--- config.mk ---
export PLATFORM = sky130hd
export DESIGN_NAME = otp_reg_bank
export DESIGN_NICKNAME = d
export VERILOG_FILES = /design/src/rtl/otp_pkg.sv /design/src/rtl/otp_addr_dec.sv /design/src/rtl/otp_word_store.sv /design/src/rtl/otp_lock_ctrl.sv /design/src/rtl/otp_reg_bank.sv
export SDC_FILE = /design/constraint.sdc
export NUM_CORES = 2
export LEC_CHECK = 0
export ABC_AREA = 0
export BUFFER_PORTS_ARGS = -buffer_cell sky130_fd_sc_hd__buf_2
export CELL_PAD_IN_SITES_DETAIL_PLACEMENT = 0
export CELL_PAD_IN_SITES_GLOBAL_PLACEMENT = 1
export CORE_MARGIN = 8
export CORE_UTILIZATION = 47
export CTS_CLUSTER_DIAMETER = 30
export CTS_CLUSTER_SIZE = 16
export DETAILED_ROUTE_END_ITERATION = 10
export PLACE_DENSITY = 0.78
export SLEW_MARGIN = 20
export SYNTH_ARGS = -nofsm -noshare
export SYNTH_HDL_FRONTEND = slang
export SYNTH_SLANG_ARGS = --single-unit
--- constraint.sdc ---
create_clock -name clk_i -period 3.47 [get_ports clk_i]
set_input_delay 0.347 -clock clk_i [delete_from_list [all_inputs] [get_ports clk_i]]
set_output_delay 0.347 -clock clk_i [all_outputs]
set_load 0.1 [all_outputs]
--- src/rtl/otp_pkg.sv ---
package otp_pkg;
  typedef enum logic [2:0] {
    RG_USR, RG_UID, RG_U64, RG_LKA, RG_LKB, RG_NONE
  } region_e;
endpackage

--- src/rtl/otp_addr_dec.sv ---
module otp_addr_dec
  import otp_pkg::*;
#(
  parameter int N_USER = 16,
  parameter int WPR    = 8,
  parameter int HWPR   = 4,
  parameter int ADDR_W = 9,
  parameter int IDX_W  = 8,
  parameter int REG_W  = 4,
  parameter int HW_W   = 2
) (
  input  logic [ADDR_W-1:0] addr_i,
  output region_e           region_o,
  output logic [IDX_W-1:0]  idx_o,
  output logic [REG_W-1:0]  reg_o,
  output logic [HW_W-1:0]   half_o
);
  localparam int USR_END = N_USER * WPR;
  localparam int UID_END = USR_END + HWPR;
  localparam int U64_END = UID_END + HWPR;

  logic [31:0] a32;
  assign a32 = 32'(addr_i);

  always_comb begin
    if (a32 < USR_END)       region_o = RG_USR;
    else if (a32 < UID_END)  region_o = RG_UID;
    else if (a32 < U64_END)  region_o = RG_U64;
    else if (a32 == U64_END) region_o = RG_LKA;
    else if (a32 == U64_END + 1) region_o = RG_LKB;
    else                     region_o = RG_NONE;
  end

  // store holds wide words then user-half words; the uid gap is skipped
  assign idx_o  = (a32 < USR_END) ? IDX_W'(a32) : IDX_W'(a32 - HWPR);
  assign reg_o  = REG_W'(a32 / WPR);
  assign half_o = HW_W'(a32 - USR_END);
endmodule

--- src/rtl/otp_word_store.sv ---
module otp_word_store #(
  parameter int WORD_W = 16,
  parameter int DEPTH  = 132,
  parameter int IDX_W  = 8
) (
  input  logic              clk_i,
  input  logic              rst_ni,
  input  logic              we_i,
  input  logic [IDX_W-1:0]  wr_idx_i,
  input  logic [WORD_W-1:0] wr_data_i,
  input  logic [IDX_W-1:0]  rd_idx_i,
  output logic [WORD_W-1:0] rd_data_o
);
  logic [WORD_W-1:0] mem_q [DEPTH];

  for (genvar i = 0; i < DEPTH; i++) begin : g_word
    always_ff @(posedge clk_i or negedge rst_ni) begin
      if (!rst_ni)                                    mem_q[i] <= '1;
      else if (we_i && (32'(wr_idx_i) == i))          mem_q[i] <= mem_q[i] & wr_data_i;
    end
  end

  assign rd_data_o = (32'(rd_idx_i) < DEPTH) ? mem_q[rd_idx_i] : '1;
endmodule

--- src/rtl/otp_lock_ctrl.sv ---
module otp_lock_ctrl #(
  parameter int WORD_W = 16,
  parameter int N_USER = 16
) (
  input  logic              clk_i,
  input  logic              rst_ni,
  input  logic              wr_a_i,
  input  logic              wr_b_i,
  input  logic [WORD_W-1:0] data_i,
  output logic              u64_open_o,
  output logic [N_USER-1:0] lock_b_o,
  output logic [WORD_W-1:0] lka_word_o,
  output logic [WORD_W-1:0] lkb_word_o
);
  logic              u64_q;
  logic [N_USER-1:0] lkb_q;

  always_ff @(posedge clk_i or negedge rst_ni) begin
    if (!rst_ni) begin
      u64_q <= 1'b1;
      lkb_q <= '1;
    end else begin
      if (wr_a_i) u64_q <= u64_q & data_i[1];
      if (wr_b_i) lkb_q <= lkb_q & data_i[N_USER-1:0];
    end
  end

  always_comb begin
    lka_word_o    = '1;
    lka_word_o[0] = 1'b0;  // uid lock preset
    lka_word_o[1] = u64_q;
    lkb_word_o    = '1;
    lkb_word_o[N_USER-1:0] = lkb_q;
  end

  assign u64_open_o = u64_q;
  assign lock_b_o   = lkb_q;
endmodule

--- src/rtl/otp_reg_bank.sv ---
module otp_reg_bank
  import otp_pkg::*;
#(
  parameter int N_USER = 16,
  parameter int USER_W = 128,
  parameter int HALF_W = 64,
  parameter logic [HALF_W-1:0] UID = 64'h5A3C_9E1F_0D72_B486,
  parameter int WORD_W = 16,
  parameter int ADDR_W = $clog2(N_USER*(USER_W/16) + 2*(HALF_W/16) + 2) + 1
) (
  input  logic              clk_i,
  input  logic              rst_ni,
  input  logic              prog_i,
  input  logic [ADDR_W-1:0] prog_addr_i,
  input  logic [WORD_W-1:0] prog_data_i,
  input  logic [ADDR_W-1:0] rd_addr_i,
  output logic [WORD_W-1:0] rd_data_o,
  output logic              err_o
);
  localparam int WPR   = USER_W / WORD_W;
  localparam int HWPR  = HALF_W / WORD_W;
  localparam int DEPTH = N_USER * WPR + HWPR;
  localparam int IDX_W = $clog2(DEPTH);
  localparam int REG_W = (N_USER > 1) ? $clog2(N_USER + 1) : 1;
  localparam int HW_W  = (HWPR > 1) ? $clog2(HWPR) : 1;

  region_e           p_region, r_region;
  logic [IDX_W-1:0]  p_idx, r_idx;
  logic [REG_W-1:0]  p_reg, r_reg;
  logic [HW_W-1:0]   p_half, r_half;

  otp_addr_dec #(.N_USER(N_USER), .WPR(WPR), .HWPR(HWPR), .ADDR_W(ADDR_W),
                 .IDX_W(IDX_W), .REG_W(REG_W), .HW_W(HW_W)) u_pdec (
    .addr_i(prog_addr_i), .region_o(p_region), .idx_o(p_idx),
    .reg_o(p_reg), .half_o(p_half));

  otp_addr_dec #(.N_USER(N_USER), .WPR(WPR), .HWPR(HWPR), .ADDR_W(ADDR_W),
                 .IDX_W(IDX_W), .REG_W(REG_W), .HW_W(HW_W)) u_rdec (
    .addr_i(rd_addr_i), .region_o(r_region), .idx_o(r_idx),
    .reg_o(r_reg), .half_o(r_half));

  logic              u64_open;
  logic [N_USER-1:0] lock_b_q;
  logic [WORD_W-1:0] lka_word, lkb_word, store_rd;
  logic              refused, store_we;

  always_comb begin
    unique case (p_region)
      RG_USR:  refused = !lock_b_q[p_reg];
      RG_U64:  refused = !u64_open;
      RG_LKA, RG_LKB: refused = 1'b0;
      default: refused = 1'b1;
    endcase
  end

  assign store_we = prog_i && !refused && (p_region == RG_USR || p_region == RG_U64);

  otp_word_store #(.WORD_W(WORD_W), .DEPTH(DEPTH), .IDX_W(IDX_W)) u_store (
    .clk_i, .rst_ni, .we_i(store_we), .wr_idx_i(p_idx), .wr_data_i(prog_data_i),
    .rd_idx_i(r_idx), .rd_data_o(store_rd));

  otp_lock_ctrl #(.WORD_W(WORD_W), .N_USER(N_USER)) u_lock (
    .clk_i, .rst_ni,
    .wr_a_i(prog_i && p_region == RG_LKA),
    .wr_b_i(prog_i && p_region == RG_LKB),
    .data_i(prog_data_i), .u64_open_o(u64_open), .lock_b_o(lock_b_q),
    .lka_word_o(lka_word), .lkb_word_o(lkb_word));

  always_comb begin
    unique case (r_region)
      RG_USR, RG_U64: rd_data_o = store_rd;
      RG_UID:  rd_data_o = UID[r_half*WORD_W +: WORD_W];
      RG_LKA:  rd_data_o = lka_word;
      RG_LKB:  rd_data_o = lkb_word;
      default: rd_data_o = '1;
    endcase
  end

  always_ff @(posedge clk_i or negedge rst_ni) begin
    if (!rst_ni)                err_o <= 1'b0;
    else if (prog_i && refused) err_o <= 1'b1;
  end

  logic unused_r_reg;
  assign unused_r_reg = ^r_reg;
endmodule

[After elaboration in Yosys (flattened, before gate mapping)]
Index checks and enable logic that the tools add are counted.
Word-level totals
  bits of input ports: 37
  logic and storage cells: 591
  register bits after elaboration: 2130
  output and inout bits: 17
Operators by class
  add/sub/neg operators: 3
  order comparisons: 9
  muxes and demuxes: 20
  shifts and indexed selects: 1
  reductions and logical operators: 146
  bitwise gates (word level): 135
  equal/unequal tests: 142
Operators with widths (number)
  16-bit bitwise AND: 133
  8-bit by 7-bit equality test with 1-bit output (second input constant): 64
  8-bit by 6-bit equality test with 1-bit output (second input constant): 32
  1-bit logical AND: 137
  16-bit binary-select mux with 8-bit select: 1
  8-bit by 5-bit equality test with 1-bit output (second input constant): 16
  8-bit by 4-bit equality test with 1-bit output (second input constant): 8
  16-bit one-hot mux with 4 select lines: 1
  64-bit by 7-bit variable part select with 16-bit output (first input constant): 1
  9-bit by 8-bit < comparator with 1-bit output (second input constant): 6
  16-bit 2-to-1 mux: 3
  9-bit by 8-bit equality test with 1-bit output (second input constant): 4
  8-bit by 3-bit equality test with 1-bit output (second input constant): 4
  8-bit equality test (second input constant): 4
  3-bit 2-to-1 mux: 8
  8-bit by 2-bit equality test with 1-bit output (second input constant): 2
  8-bit 2-to-1 mux: 2
  8-bit by 3-bit subtractor with 8-bit output (second input constant): 2
  3-bit by 2-bit equality test with 1-bit output (second input constant): 4
  9-bit greater-or-equal comparator (second input constant): 1
  8-bit NOT with 9-bit output: 1
  8-bit by 1-bit equality test with 1-bit output (second input constant): 1
  8-bit logical NOT: 1
  8-bit < comparator (second input constant): 1
  other kinds (12): 19

[Depth between registers and ports, before layout]
  depth after elaboration: 13
  depth in mapped cells: 13
  mapped depth without buffers: 9

[Hierarchy]
Synthesis repeated with hierarchy kept, for this count alone.
Unflattened totals
  cell total of the unflattened synthesis: 6572
  area, all modules: 93474.6 sq um
Modules (own cells, without submodules)
  otp_word_store: cells each 6294, seq. area each 55493.2 sq um, times used 1, area each 91247.5 sq um
  otp_lock_ctrl: cells each 85, seq. area each 446.7 sq um, times used 1, area each 930.9 sq um
  otp_reg_bank: cells each 119, seq. area each 25.0 sq um, times used 1, area each 740.7 sq um
  otp_addr_dec: cells each 37, seq. area each 0.0 sq um, times used 2, area each 277.8 sq um

[Worst setup path before layout]
OpenSTA, ideal clock, no wires.
  path type: input to output
  from: input port rd_addr_i[2]
  to: output port rd_data_o[5]
  stages on the path: 12
  data arrival time: 3291 ps
  slack: -168 ps
  required time: 3123 ps
  path buffers: 4
  path through: clkbuf_1 -> inv_1 -> ha_1 -> o21ai_0 -> nand2_1 -> buf_2 -> clkbuf_1 -> buf_2 -> nand2_1 -> a21oi_1 -> nand4b_1 -> and3_1
Between the ends
  longest elaborated chain between the ends: 9
  elaborated cells between the ends (all ways): 25
  those cells by class: 1 x add/sub; 4 x order compare; 6 x eq/ne; 11 x mux; 1 x bitwise; 2 x reduce/logical
RTL lines
  start, declared: line otp_reg_bank.sv:16  | input logic [ADDR_W-1:0] rd_addr_i,
  branches (longest 8 deep; another with 8-bit by 3-bit subtractor with 8-bit output)
  16-bit one-hot mux with 4 select lines (*): line otp_reg_bank.sv:70  | unique case (r_region)
  end, declared: line otp_reg_bank.sv:17  | output logic [WORD_W-1:0] rd_data_o,
Mark *: on every way between the ends. The select of a mux whose other input is x is not followed.

[Final worst setup path]
  from: register u_store.mem_q[1218] (netlist name)
  to: output port rd_data_o[2]
Between the ends
  longest elaborated chain between the ends: 5
RTL lines
  start, declared: line otp_word_store.sv:14  | logic [WORD_W-1:0] mem_q [DEPTH];
  start signal, assigned by index: line otp_word_store.sv:19  | else if (we_i && (32'(wr_idx_i) == i)) mem_q[i] <= mem_q[i] & wr_data_i;
  16-bit binary-select mux with 8-bit select: line otp_word_store.sv:23  | assign rd_data_o = (32'(rd_idx_i) < DEPTH) ? mem_q[rd_idx_i] : '1;
  16-bit 2-to-1 mux (implied by the code) (2 in a row): line otp_word_store.sv:23
  16-bit 2-to-1 mux: line otp_word_store.sv:23
  16-bit one-hot mux with 4 select lines: line otp_reg_bank.sv:70
No other way between the ends. The select of a mux whose other input is x is not followed.

==> qor.csv <==
stage,metric,value,unit
timing,relSlewSlack,18.5,%
status,status,"complete, but fails checks",
cts,htree_levels,5,
timing,period_share,110,%
power_and_ir_drop,power.total,71.9,mW
finish,drive_above_1_share,55.1,%
timing,period_minus_slack,3810,ps
cts,cts_made_buffers,437,
timing,finalMaxSlewViolations,0,
synthesis,synthArstFlopShare,100,%
setup_path,crit_required,3120,ps
cts,cts_tree,yes,
synthesis,syn_area_per_cell,14.1,µm²
cts,clock-sinks,2130,
global_route,grt.busiest_layer,met2,
power_and_ir_drop,power.density,621,nW/µm²
die,num_rows,163,
setup_path,setup.worst_path.end_class,primary output,
place,port_buffers,53,
finish,stdcell_area,116000,µm²
setup_path,critPathBufInv,1,
synthesis,syn-cell-area,92900,µm²
setup_path,path_class,reg -> out,
finish,layout_commonest_cell,dfstp_2,
setup_path,crit_path_max_fanout,2,
synthesis,seq_area_frac_synth,60.2,%
place,dpl.cell_count,9191,
cts,clk_pin_slew_worst_paths,50,ps
setup_path,crit_chain,mux4_2 -> mux4_2 -> o2111ai_2 -> o211ai_1 -> a21o_2 -> buf_12,
synthesis,synth_edf_count,0,
routing,viasPerCell,6.19,
global_route,grt_pass1_vias,66400,
timing,skew,47.8,ps
status,failed_checks,negative setup slack,
timing,worst_hold_slack,99.6,ps
die,die_h,461,µm
setup_path,critPathMaxStageDelay,490,ps
die,coreArea,197000,µm²
global_route,antenna_found_initial,23,
synthesis,synthesis.nets,6654,
routing,route.vias.total,61900,
finish,fin_nets,7040,
global_route,grt_max_degree,146,
die,ios,54,
routing,drc,0,
global_route,grt_use_met3,6.39,%
finish,final_cell_mix,"dfstp_2 (2129), a21boi_0 (1876), mux4_2 (564), clkbuf_16 (439), nand2_1 (352)",
synthesis,netlist_instances,6613,
die,dieArea,212000,µm²
routing,dr.pass1.iters,7,
setup_path,crit_family,multiplexers,
min_path,hold_path.class,in -> reg,
timing,final_hold_viol_count,0,
finish,area_delta_synth_final,24.5,%
power_and_ir_drop,ir_drop,0.423,mV
global_route,met1_usage,36.1,%
routing,drt-wirelength-per-cell,28.3,µm
cts,cts_buffer_depth,4,
cts,root_buffer,clkbuf_16,
global_route,grt_overflow_total,0,
place,hpwl,170000,µm
global_route,grtUsageMet2,41.4,%
timing,setup_viol_count_final,16,
timing,worst_slew_pin_slew,1220,ps
place,place.gp.congestion,0.890,
timing,layout_setup_ws,-341,ps
synthesis,synth_warnings,0,
timing,rsz0062_at_grt,yes,
setup_path,crit_top_cell,mux4_2,
die,die_w,461,µm
routing,drtIter0Drc,5221,
routing,wirelength,283000,µm
setup_path,crit_slowest_cell,mux4_2,
setup_path,cp-start-kind,flop,
global_route,grt_pass1_wl,432000,µm
timing,finalSetupTns,-2820,ps
place,placed_area,99800,µm²
finish,instances_no_fill,10000,
routing,ant_nets,0,
synthesis,yosys_register_bits,2130,
timing,max_freq,262,MHz
synthesis,ys_types,65,
die,start_util,47.2,%
global_route,grt_usage,26.6,%
flow_run,cap_viol_max_count,0,
power_and_ir_drop,p_leak,42.5,nW
setup_path,cp.arrival,3460,ps
synthesis,synthFlopType,dfstp_2,
cts,clk-insertion-delay-late,960,ps
## final cells by class
class / count / area, µm²
fillers: 14800 / 81300
flip-flops and latches: 2130 / 56000
multi-input cells: 3902 / 35300
clock buffers: 523 / 11700
repair buffers: 518 / 5670
clock inverters: 267 / 3710
well taps: 2640 / 3300
inverters: 10 / 37.5
diodes: 10 / 25.0
## cell usage after synthesis (4+ instances only)
library cell / number / area [µm²]
dfstp_2: 2129 / 55900
a21boi_0: 1876 / 14100
mux4_2: 564 / 12700
clkbuf_1: 462 / 1730
nand2_1: 366 / 1370
nor2_1: 354 / 1330
a21boi_1: 172 / 1290
nand3_1: 108 / 541
a21oi_1: 86 / 430
o31a_1: 64 / 561
buf_2: 51 / 255
buf_1: 49 / 184
o2111ai_1: 33 / 289
mux2i_1: 32 / 320
o21ai_0: 24 / 120
nor3_1: 23 / 115
a31oi_1: 17 / 106
o21a_1: 16 / 120
o211ai_1: 14 / 105
a31o_2: 12 / 105
nand2b_1: 11 / 68.8
nor4_1: 11 / 68.8
a211oi_1: 10 / 75.1
a311oi_1: 8 / 70.1
inv_1: 8 / 30.0
buf_6: 7 / 78.8
o22ai_1: 6 / 37.5
a22oi_1: 5 / 37.5
and3_1: 5 / 31.3
nand4_1: 5 / 31.3
o21ai_1: 5 / 25.0
or2_2: 5 / 31.3
xnor2_1: 5 / 43.8
a21o_1: 4 / 30.0
a32oi_1: 4 / 35.0
and2_1: 4 / 25.0
ha_1: 4 / 50.1
o311ai_0: 4 / 35.0
o31ai_1: 4 / 30.0
or4_1: 4 / 30.0
## where the power goes
group | switching [mW] | internal (mW)
sequential | 0.000338 | 25.0
combinational | 2.33 | 1.03
clock | 14.1 | 29.4
## what timing repair did
| item | in CTS | in global routing |
|---|---|---|
| cloned | 0 | 1 |
| resized for setup | 45 | 16 |
| endpoints found under the setup margin | 16 | 16 |
| endpoints found under the hold margin | 68 | 0 |
| hold buffers | 11 | 0 |
| setup buffers | 0 | 1 |
| pin swaps | 23 | 14 |
## routing by layer
| layer | routed length (µm) | part of all wire [%] | up-vias |
|---|---|---|---|
| met3 | 22800 | 8.1 | 642 |
| met4 | 11400 | 4.0 | 12 |
| met1 | 117000 | 41 | 33400 |
| met5 | 87 | 0.031 | - |
| li1 | - | - | 25300 |
| met2 | 132000 | 47 | 2574 |
## flip-flops by register name (all words and copies together), names as in the netlist
register	count
err_o	1
u_lock.lkb_word_o	16
u_lock.u64_open_o	1
u_store.mem_q	2112
## cells by family after synthesis
kind of cell / synth area share (%)
compound gates: 19.1
flops: 60.2
simple gates: 4.08
mux: 14.0
buf+inv: 2.48
xor+xnor: 0.0660
fa+ha+maj: 0.0538
## metrics by stage
stage / setup slack, ps / utilization, %
2_1_floorplan: 119 / -
3_3_place_gp: -606 / 50.6
3_5_place_dp: -304 / 50.7
4_1_cts: -481 / 58.7
5_1_grt: -434 / 58.7
6_report: -341 / 58.7
## worst paths after layout
path | from | end | slack [ps] | cells after the start
setup reg to reg | u_lock.lkb_word_o[5] | u_store.mem_q[2056] | 360 | 7
setup / recovery | u_store.mem_q[1218] | rd_data_o[2] | -340 | 6
max in group asynchronous | rst_ni | u_store.mem_q[1869] | 2150 | 4
hold reg to reg | u_store.mem_q[60] | u_store.mem_q[60] | 450 | 1
min in group asynchronous | rst_ni | u_store.mem_q[335] | 440 | 2
hold / removal | prog_data_i[6] | u_lock.lkb_word_o[6] | 100 | 2
Note: power is estimated with default switching activity, not from simulation.
